[config.mk]
export PLATFORM = sky130hd
export DESIGN_NAME = rdac_init_seq
export DESIGN_NICKNAME = d
export VERILOG_FILES = /design/src/rtl/rdi_pkg.sv /design/src/rtl/rdi_setup_rom.sv /design/src/rtl/rdi_bus_phase.sv /design/src/rtl/rdi_pal_cnt.sv /design/src/rtl/rdac_init_seq.sv
export SDC_FILE = /design/constraint.sdc
export NUM_CORES = 1
export LEC_CHECK = 0
export BUFFER_PORTS_ARGS = -buffer_cell sky130_fd_sc_hd__buf_2
export CAP_MARGIN = 40
export CORE_MARGIN = 2
export CORE_UTILIZATION = 46
export DETAILED_ROUTE_END_ITERATION = 12
export SYNTH_ARGS = -nofsm -noshare
export SYNTH_HDL_FRONTEND = slang
export SYNTH_SLANG_ARGS = --single-unit
[constraint.sdc]
create_clock -name clk -period 2.4 [get_ports clk]
set_input_delay 0.36 -clock clk [delete_from_list [all_inputs] [get_ports clk]]
set_output_delay 0.36 -clock clk [all_outputs]
set_load 0.005 [all_outputs]
[src/rtl/rdi_pkg.sv]
package rdi_pkg;
    localparam int DATA_W = 8;
    localparam int SEL_W  = 2;

    localparam logic [SEL_W-1:0] SEL_ADDR = 2'b00;
    localparam logic [SEL_W-1:0] SEL_PAL  = 2'b01;
    localparam logic [SEL_W-1:0] SEL_CTRL = 2'b10;
    localparam logic [SEL_W-1:0] SEL_MODE = 2'b11;

    typedef enum logic [2:0] {
        S_IDLE,
        S_SETUP,
        S_PAL_ADDR,
        S_PAL_FILL,
        S_DONE
    } seq_state_t;

    typedef struct packed {
        logic [SEL_W-1:0]  sel;
        logic [DATA_W-1:0] data;
    } bus_word_t;
endpackage

[src/rtl/rdi_setup_rom.sv]
module rdi_setup_rom
    import rdi_pkg::*;
#(
    parameter int IDX_W = 4
) (
    input  logic [IDX_W-1:0] idx,
    output bus_word_t        word
);
    always_comb begin
        unique case (idx)
            IDX_W'(0):  word = '{sel: SEL_MODE, data: 8'h09};
            IDX_W'(1):  word = '{sel: SEL_MODE, data: 8'h08};
            IDX_W'(2):  word = '{sel: SEL_MODE, data: 8'h09};
            IDX_W'(3):  word = '{sel: SEL_MODE, data: 8'h29};
            IDX_W'(4):  word = '{sel: SEL_MODE, data: 8'h09};
            IDX_W'(5):  word = '{sel: SEL_ADDR, data: 8'h04};
            IDX_W'(6):  word = '{sel: SEL_CTRL, data: 8'hFF};
            IDX_W'(7):  word = '{sel: SEL_ADDR, data: 8'h05};
            IDX_W'(8):  word = '{sel: SEL_CTRL, data: 8'h00};
            IDX_W'(9):  word = '{sel: SEL_ADDR, data: 8'h06};
            IDX_W'(10): word = '{sel: SEL_CTRL, data: 8'hEC};
            IDX_W'(11): word = '{sel: SEL_ADDR, data: 8'h07};
            IDX_W'(12): word = '{sel: SEL_CTRL, data: 8'hC0};
            default:    word = '{sel: SEL_ADDR, data: 8'h00};
        endcase
    end
endmodule

[src/rtl/rdi_bus_phase.sv]
module rdi_bus_phase (
    input  logic clk,
    input  logic rst_n,
    input  logic run,
    output logic strobe,
    output logic last
);
    localparam int PHASES = 3;
    localparam int PH_W   = $clog2(PHASES);

    logic [PH_W-1:0] ph_q;

    always_ff @(posedge clk) begin
        if (!rst_n || !run) begin
            ph_q <= '0;
        end else if (ph_q == PH_W'(PHASES - 1)) begin
            ph_q <= '0;
        end else begin
            ph_q <= ph_q + PH_W'(1);
        end
    end

    assign strobe = run && (ph_q == PH_W'(1));
    assign last   = run && (ph_q == PH_W'(PHASES - 1));
endmodule

[src/rtl/rdi_pal_cnt.sv]
module rdi_pal_cnt #(
    parameter int LEVELS = 256,
    parameter int COMPS  = 3,
    localparam int LW    = $clog2(LEVELS),
    localparam int CW    = $clog2(COMPS)
) (
    input  logic          clk,
    input  logic          rst_n,
    input  logic          step,
    output logic [LW-1:0] level,
    output logic          at_end
);
    logic [CW-1:0] comp_q;
    logic [LW-1:0] lvl_q;
    logic          comp_last;

    assign comp_last = (comp_q == CW'(COMPS - 1));

    always_ff @(posedge clk) begin
        if (!rst_n) begin
            comp_q <= '0;
            lvl_q  <= '0;
        end else if (step) begin
            if (comp_last) begin
                comp_q <= '0;
                lvl_q  <= lvl_q + LW'(1);
            end else begin
                comp_q <= comp_q + CW'(1);
            end
        end
    end

    assign level  = lvl_q;
    assign at_end = comp_last && (lvl_q == LW'(LEVELS - 1));
endmodule

[src/rtl/rdac_init_seq.sv]
module rdac_init_seq
    import rdi_pkg::*;
#(
    parameter int LEVELS = 256,
    parameter int COMPS  = 3
) (
    input  logic             clk,
    input  logic             rst_n,
    input  logic             start,
    output logic             wr_stb,
    output logic [SEL_W-1:0] sel,
    output logic [DATA_W-1:0] data,
    output logic             rnw,
    output logic             busy,
    output logic             done
);
    localparam int SETUP_N = 13;
    localparam int IDX_W   = $clog2(SETUP_N);
    localparam int LW      = $clog2(LEVELS);

    seq_state_t       state_q, state_d;
    logic [IDX_W-1:0] idx_q;
    bus_word_t        rom_word, out_word;
    logic             ph_strobe, ph_last, pal_end;
    logic [LW-1:0]    pal_level;

    rdi_setup_rom #(.IDX_W(IDX_W)) rom_i (
        .idx  (idx_q),
        .word (rom_word)
    );

    rdi_bus_phase phase_i (
        .clk    (clk),
        .rst_n  (rst_n),
        .run    (busy),
        .strobe (ph_strobe),
        .last   (ph_last)
    );

    rdi_pal_cnt #(.LEVELS(LEVELS), .COMPS(COMPS)) pal_i (
        .clk    (clk),
        .rst_n  (rst_n),
        .step   ((state_q == S_PAL_FILL) && ph_last),
        .level  (pal_level),
        .at_end (pal_end)
    );

    always_comb begin
        state_d = state_q;
        unique case (state_q)
            S_IDLE:     if (start) state_d = S_SETUP;
            S_SETUP:    if (ph_last && idx_q == IDX_W'(SETUP_N - 1)) state_d = S_PAL_ADDR;
            S_PAL_ADDR: if (ph_last) state_d = S_PAL_FILL;
            S_PAL_FILL: if (ph_last && pal_end) state_d = S_DONE;
            S_DONE:     state_d = S_DONE;
            default:    state_d = S_IDLE;
        endcase
    end

    always_ff @(posedge clk) begin
        if (!rst_n) begin
            state_q <= S_IDLE;
            idx_q   <= '0;
        end else begin
            state_q <= state_d;
            if (state_q == S_SETUP && ph_last && idx_q != IDX_W'(SETUP_N - 1)) begin
                idx_q <= idx_q + IDX_W'(1);
            end
        end
    end

    always_comb begin
        out_word = '{sel: SEL_ADDR, data: '0};
        busy     = 1'b0;
        done     = 1'b0;
        unique case (state_q)
            S_IDLE:     ;
            S_SETUP:    begin out_word = rom_word; busy = 1'b1; end
            S_PAL_ADDR: begin out_word = '{sel: SEL_ADDR, data: '0}; busy = 1'b1; end
            S_PAL_FILL: begin out_word = '{sel: SEL_PAL, data: DATA_W'(pal_level)}; busy = 1'b1; end
            S_DONE:     done = 1'b1;
            default:    ;
        endcase
    end

    assign sel    = out_word.sel;
    assign data   = out_word.data;
    assign wr_stb = ph_strobe;
    assign rnw    = 1'b0;
endmodule

# After elaboration in Yosys (flattened, before gate mapping)
# Memories as Yosys holds them, arrays and structs flattened. A register that Yosys moved wholly into a read port is not among the register bits.
# Index checks and enable logic that the tools add are counted.
# totals
regBits	19
latch_bits	0
ram_bits	0
mem_bits_ro	160
inputBits	3
word_cells	51
n_memories	1
# mem_list
name	depth	word_bits	rd	rd_clocked_by_memory_dff	wr	line	text
(name not given)	16	10	1	1	0	rdi_setup_rom.sv:10	unique case (idx)
# classes
addsub	4
multipliers	0
div_mod_pow	0
magnitude_cmp	0
eq_ne	14
shifts	0
muxes	11
n_bitwise	0
n_reduce_logical	16
# op_table
cell	count
$pmux W10 S2	1
$pmux W3 S5	1
$mux W3	4
$add A8 B1 Y8 const B	1
$eq A8 B8 Y1 const B	1
$logic_and A1 B1 Y1	8
$mux W4	2
$eq A3 B2 Y1 const B	2
$ne A2 B2 Y1 const B	3
$add A2 B1 Y2 const B	2
$add A4 B1 Y4 const B	1
$eq A2 B2 Y1 const B	2
$eq A4 B4 Y1 const B	1
$ne A4 B4 Y1 const B	1
$reduce_and A4 Y1	1
$eq A3 B1 Y1 const B	1
$eq A3 B3 Y1 const B	1
$logic_not A3 Y1	1
$reduce_or A3 Y1	1
$eq A2 B1 Y1 const B	1
$logic_not A1 Y1	2
$mux W1	2
$mux W2	1
$ne A2 B1 Y1 const B	1
other kinds (3)	3

# Depth between registers and ports, before layout
# depth
word_depth	8
mapped_depth	9

# Modules after synthesis
# Synthesis repeated with hierarchy kept, for this count alone.
# unflattened
hier_cells	157
hier_area_um2	1305.0
# by_module_without_submodules
mod	instances	cells_each	area_per_inst_um2	seq_area_each_um2
rdac_init_seq	1	71	560.5	140.1
rdi_pal_cnt	1	51	457.9	200.2
rdi_setup_rom	1	25	175.2	0.0
rdi_bus_phase	1	10	111.4	40.0

# Worst setup path after synthesis
# Ideal clock, no wire load.
# synth_timing
kind	flip-flop to flip-flop
from	register idx_q[0]
to	register, netlist name rom_i.word[7]
arrival_time_ns	1.885
t_required_ns	2.327
slack_ns	0.443
path_stages_with_launch	10
n_path_buf	2
synth_period_minus_slack_ns	1.957
cell_sequence	dfxtp_1 clkbuf_1 inv_1 ha_1 nand3_1 and2_4 buf_6 a31oi_4 or2_4 o22ai_2
# synth_between
elab_chain_len	4
word_cells_on_any_way	5
# synth_lines
item	line	text
start: declaration	rdac_init_seq.sv:22	logic [IDX_W-1:0] idx_q;
start signal: assignment	rdac_init_seq.sv:67	idx_q <= idx_q + IDX_W'(1);
branches (longest 2 deep; another with $add A4 B1 Y4)	-	
$mux W4 (no line) * (2 in series)	-	
# Mark *: on every way between the ends.
# A chain may end at the register's enable or synchronous reset.

# Final worst setup path
# layout_timing
from	register phase_i.ph_q[0]
to	register, netlist name rom_i.word[0]
# layout_between
elab_chain_len	6
# layout_lines
item	line	text
start: declaration	rdi_bus_phase.sv:11	logic [PH_W-1:0] ph_q;
start signal: assignment	rdi_bus_phase.sv:19	ph_q <= ph_q + PH_W'(1);
$eq A2 B2 Y1	rdi_bus_phase.sv:24	assign last = run && (ph_q == PH_W'(PHASES - 1));
$logic_and A1 B1 Y1	rdi_bus_phase.sv:24	
$logic_and A1 B1 Y1 (2 in series)	rdac_init_seq.sv:66	if (state_q == S_SETUP && ph_last && idx_q != IDX_W'(SETUP_N - 1)) begin
$mux W4 (no line) (2 in series)	-	
# No other way between the ends.

==> impl_metrics.tcl <==
set metrics [dict create \
    vias 1295 \
    synth_cells 187 \
    ctsHoldBuffers 0 \
    cts_sinks 28 \
    dieArea_um2 3949 \
    cts_resized 0 \
    wl_mm 3.132 \
    cp-start-kind "flip-flop" \
    synth_edf_count 0 \
    clk_latency_ns 0.32 \
    ys_seq_area_share_pct 35.19 \
    ys_warn_count 0 \
    rows 21 \
    avgRoutedWirePerCell_um 12.89 \
    io_pins 17 \
    fp.dieW_um 62.85 \
    p_leak_uw 0.0006477 \
    nets 206 \
    post-cts-setup-buffers 0 \
    hold_class "input port to flip-flop" \
    required_ns 2.61 \
    cts_max_level 1 \
    grt_max_degree 17 \
    fin_cells 243 \
    hold_violations 0 \
    post-route-min-period_ns 2.020 \
    synthDistinctLibCells 47 \
    cts.clk_slew.worst_paths_ns 0.15 \
    path_max_fanout 9 \
    crit_type "flip-flop to flip-flop" \
    yosys_most_used_dff "dfxtp_1" \
    syn_area_um2 1593 \
    cts_tree "yes" \
    drc_errors 0 \
    start_util_pct 47.73 \
    diodes 0 \
    grt_util_all_layers_pct 17.15 \
    max_freq_mhz 495.1 \
    syn_nets 195 \
    min_from "start" \
    portBuffers 15 \
    end_kind "flip-flop" \
    timing.slew.headroom_pct 65.74 \
    overflow 0 \
    rsz0062_at_grt "no" \
    syn_avg_cell_area_um2 8.518 \
    finalCritPeriodShare_pct 84.16 \
    drtIter0Drc 60 \
    seqCellArea_um2 560.5 \
    multi_input_area_um2 940.9 \
    dp_hpwl_mm 2.348 \
    finish.utilization_pct 51.67 \
    power_density_nw_per_um2 514.8 \
    min_delay_path_depth 4 \
    postLayoutSetupSlackWorst_ns 0.3801 \
    grt_pass1_wl_mm 5.526 \
    clockBufferDepth 2 \
    r2r_cells 7 \
    outcome "finished clean" \
    grt_pass1_vias 1225 \
    ir_drop_uv 265.5 \
    maxCapViolCount 0 \
    post-place-ws_ns 0.4308 \
    cts_made_buffers 3 \
    fin_skew_ns 0.005701 \
    slew_violations 0 \
    dp.cells 239 \
    coreArea_um2 3337 \
    async_flop_share_pct 0 \
    tightest_slew_ns 0.5139 \
    tns_ns 0 \
    synth-seq-cells 28 \
    drive_gt1_share_pct 17.26 \
    antenna_left 0 \
    cts_root_buffer "clkbuf_4" \
    place_congestion 0.8532 \
    viasPerCell 5.329 \
    nFillCells 328 \
    fp.dieH_um 62.85 \
    worstSetupStartpoint "phase_i.ph_q[0]" \
    dr.pass1.iters 4 \
    r2r_start "phase_i.ph_q[0]" \
    antenna_found_initial 0 \
    syn_to_final_growth_pct 8.248 \
    setup_viol 0 \
    crit_arrival_ns 2.23 \
]
==> final timing paths <==
path | endpoint | slack, ns
setup / recovery | rom_i.word[0] | 0.38
setup reg to reg | rom_i.word[0] | 0.38
hold / removal | state_q[0] | 0.39
hold reg to reg | phase_i.ph_q[0] | 0.46
==> through the flow <==
stage	total power, µW	hold WS [ns]	area [µm²]
after global routing	935.5	0.4039	1724
after CTS	901.0	0.3717	1724
final	887.7	0.3870	1724
after detailed placement	593.3	0.4427	1672
after global placement	589.7	0.4292	1672
after floorplan	565.5	0.4173	1593
==> layout make-up <==
type                    instances  area share (%)
repair buffers                 17           5.225
multi-input cells             142           54.57
well taps                      46           3.338
flip-flops and latches         28           32.51
inverters                       6           1.306
clock buffers                   3           1.306
clock inverters                 1           1.742
==> flip-flops by register name, indices dropped and copies added (netlist names) <==
name	count
idx_q	4
pal_i.comp_q	2
pal_i.level	8
phase_i.ph_q	2
rom_i.word	9
state_q	3
==> routing by layer <==
layer  global-route usage [%]  wire length [µm]  up-vias
li1                         -                 -      660
met1                    22.16              1547      612
met2                    28.63              1441       19
met3                    4.865               116        4
met4                    3.333                27        0
met5                        0                 0        -
==> worst max-delay path: stages (launching register included) <==
cell	delay (ns)
dfxtp_1	0.35
inv_1	0.06
ha_1	0.24
and4bb_1	0.43
nand4_2	0.21
mux2i_4	0.28
nor2_2	0.21
a22oi_1	0.12
==> where the power goes <==
group,switching (µW),internal (µW)
Combinational,57.3,40.8
Sequential,10.3,473
Clock,137,169
Total,205,683
==> synthesized netlist by cell type (all sizes together) (2+ instances only) <==
library cell	number	area (µm²)
and2	4	27.53
inv	6	22.52
clkbuf	5	18.77
or3	4	25.02
a211oi	2	20.02
xnor2	6	60.06
nor3b	3	22.52
nor3	4	25.02
nand3	6	30.03
nand4b	2	17.52
nand4	6	43.79
mux2	2	22.52
dfxtp	28	560.5
a21oi	9	45.04
o21ai	6	41.29
nand3b	2	15.01
nand2	17	63.81
a31oi	4	40.04
nor4	3	18.77
ha	5	62.56
xor2	4	35.03
nor2	31	118.9
mux2i	9	102.6
buf	6	50.04
nand2b	3	18.77
==> cells in the final DEF (no fill, tap or decap), types with 2 or more instances in the layout <==
cell and count:
xnor2_1 5, or3_1 4, nand3b_1 2, dfxtp_1 28, nand2_1 17, a21oi_1 9
nand4b_1 2, buf_2 15, nor2_1 30, clkbuf_4 3, nor3b_1 3, mux2_2 2
nand3_1 6, and2_1 3, xor2_1 4, inv_1 6, nor3_1 3, buf_4 2
o21ai_0 4, nand2b_1 3, nor4_1 3, ha_1 5, a31oi_1 3, nand4_1 5
mux2i_1 8
==> cell families after synthesis <==
group / share of synthesized area, %
flip-flops: 35.19
other: 0.2354
adder cells (fa/ha/maj): 3.928
multiplexers: 7.855
AND/OR/NAND/NOR: 29.54
buffers and inverters: 5.734
AO/OA/AOI/OAI: 11.55
XOR/XNOR: 5.970
(Power assumes the default switching activity.)
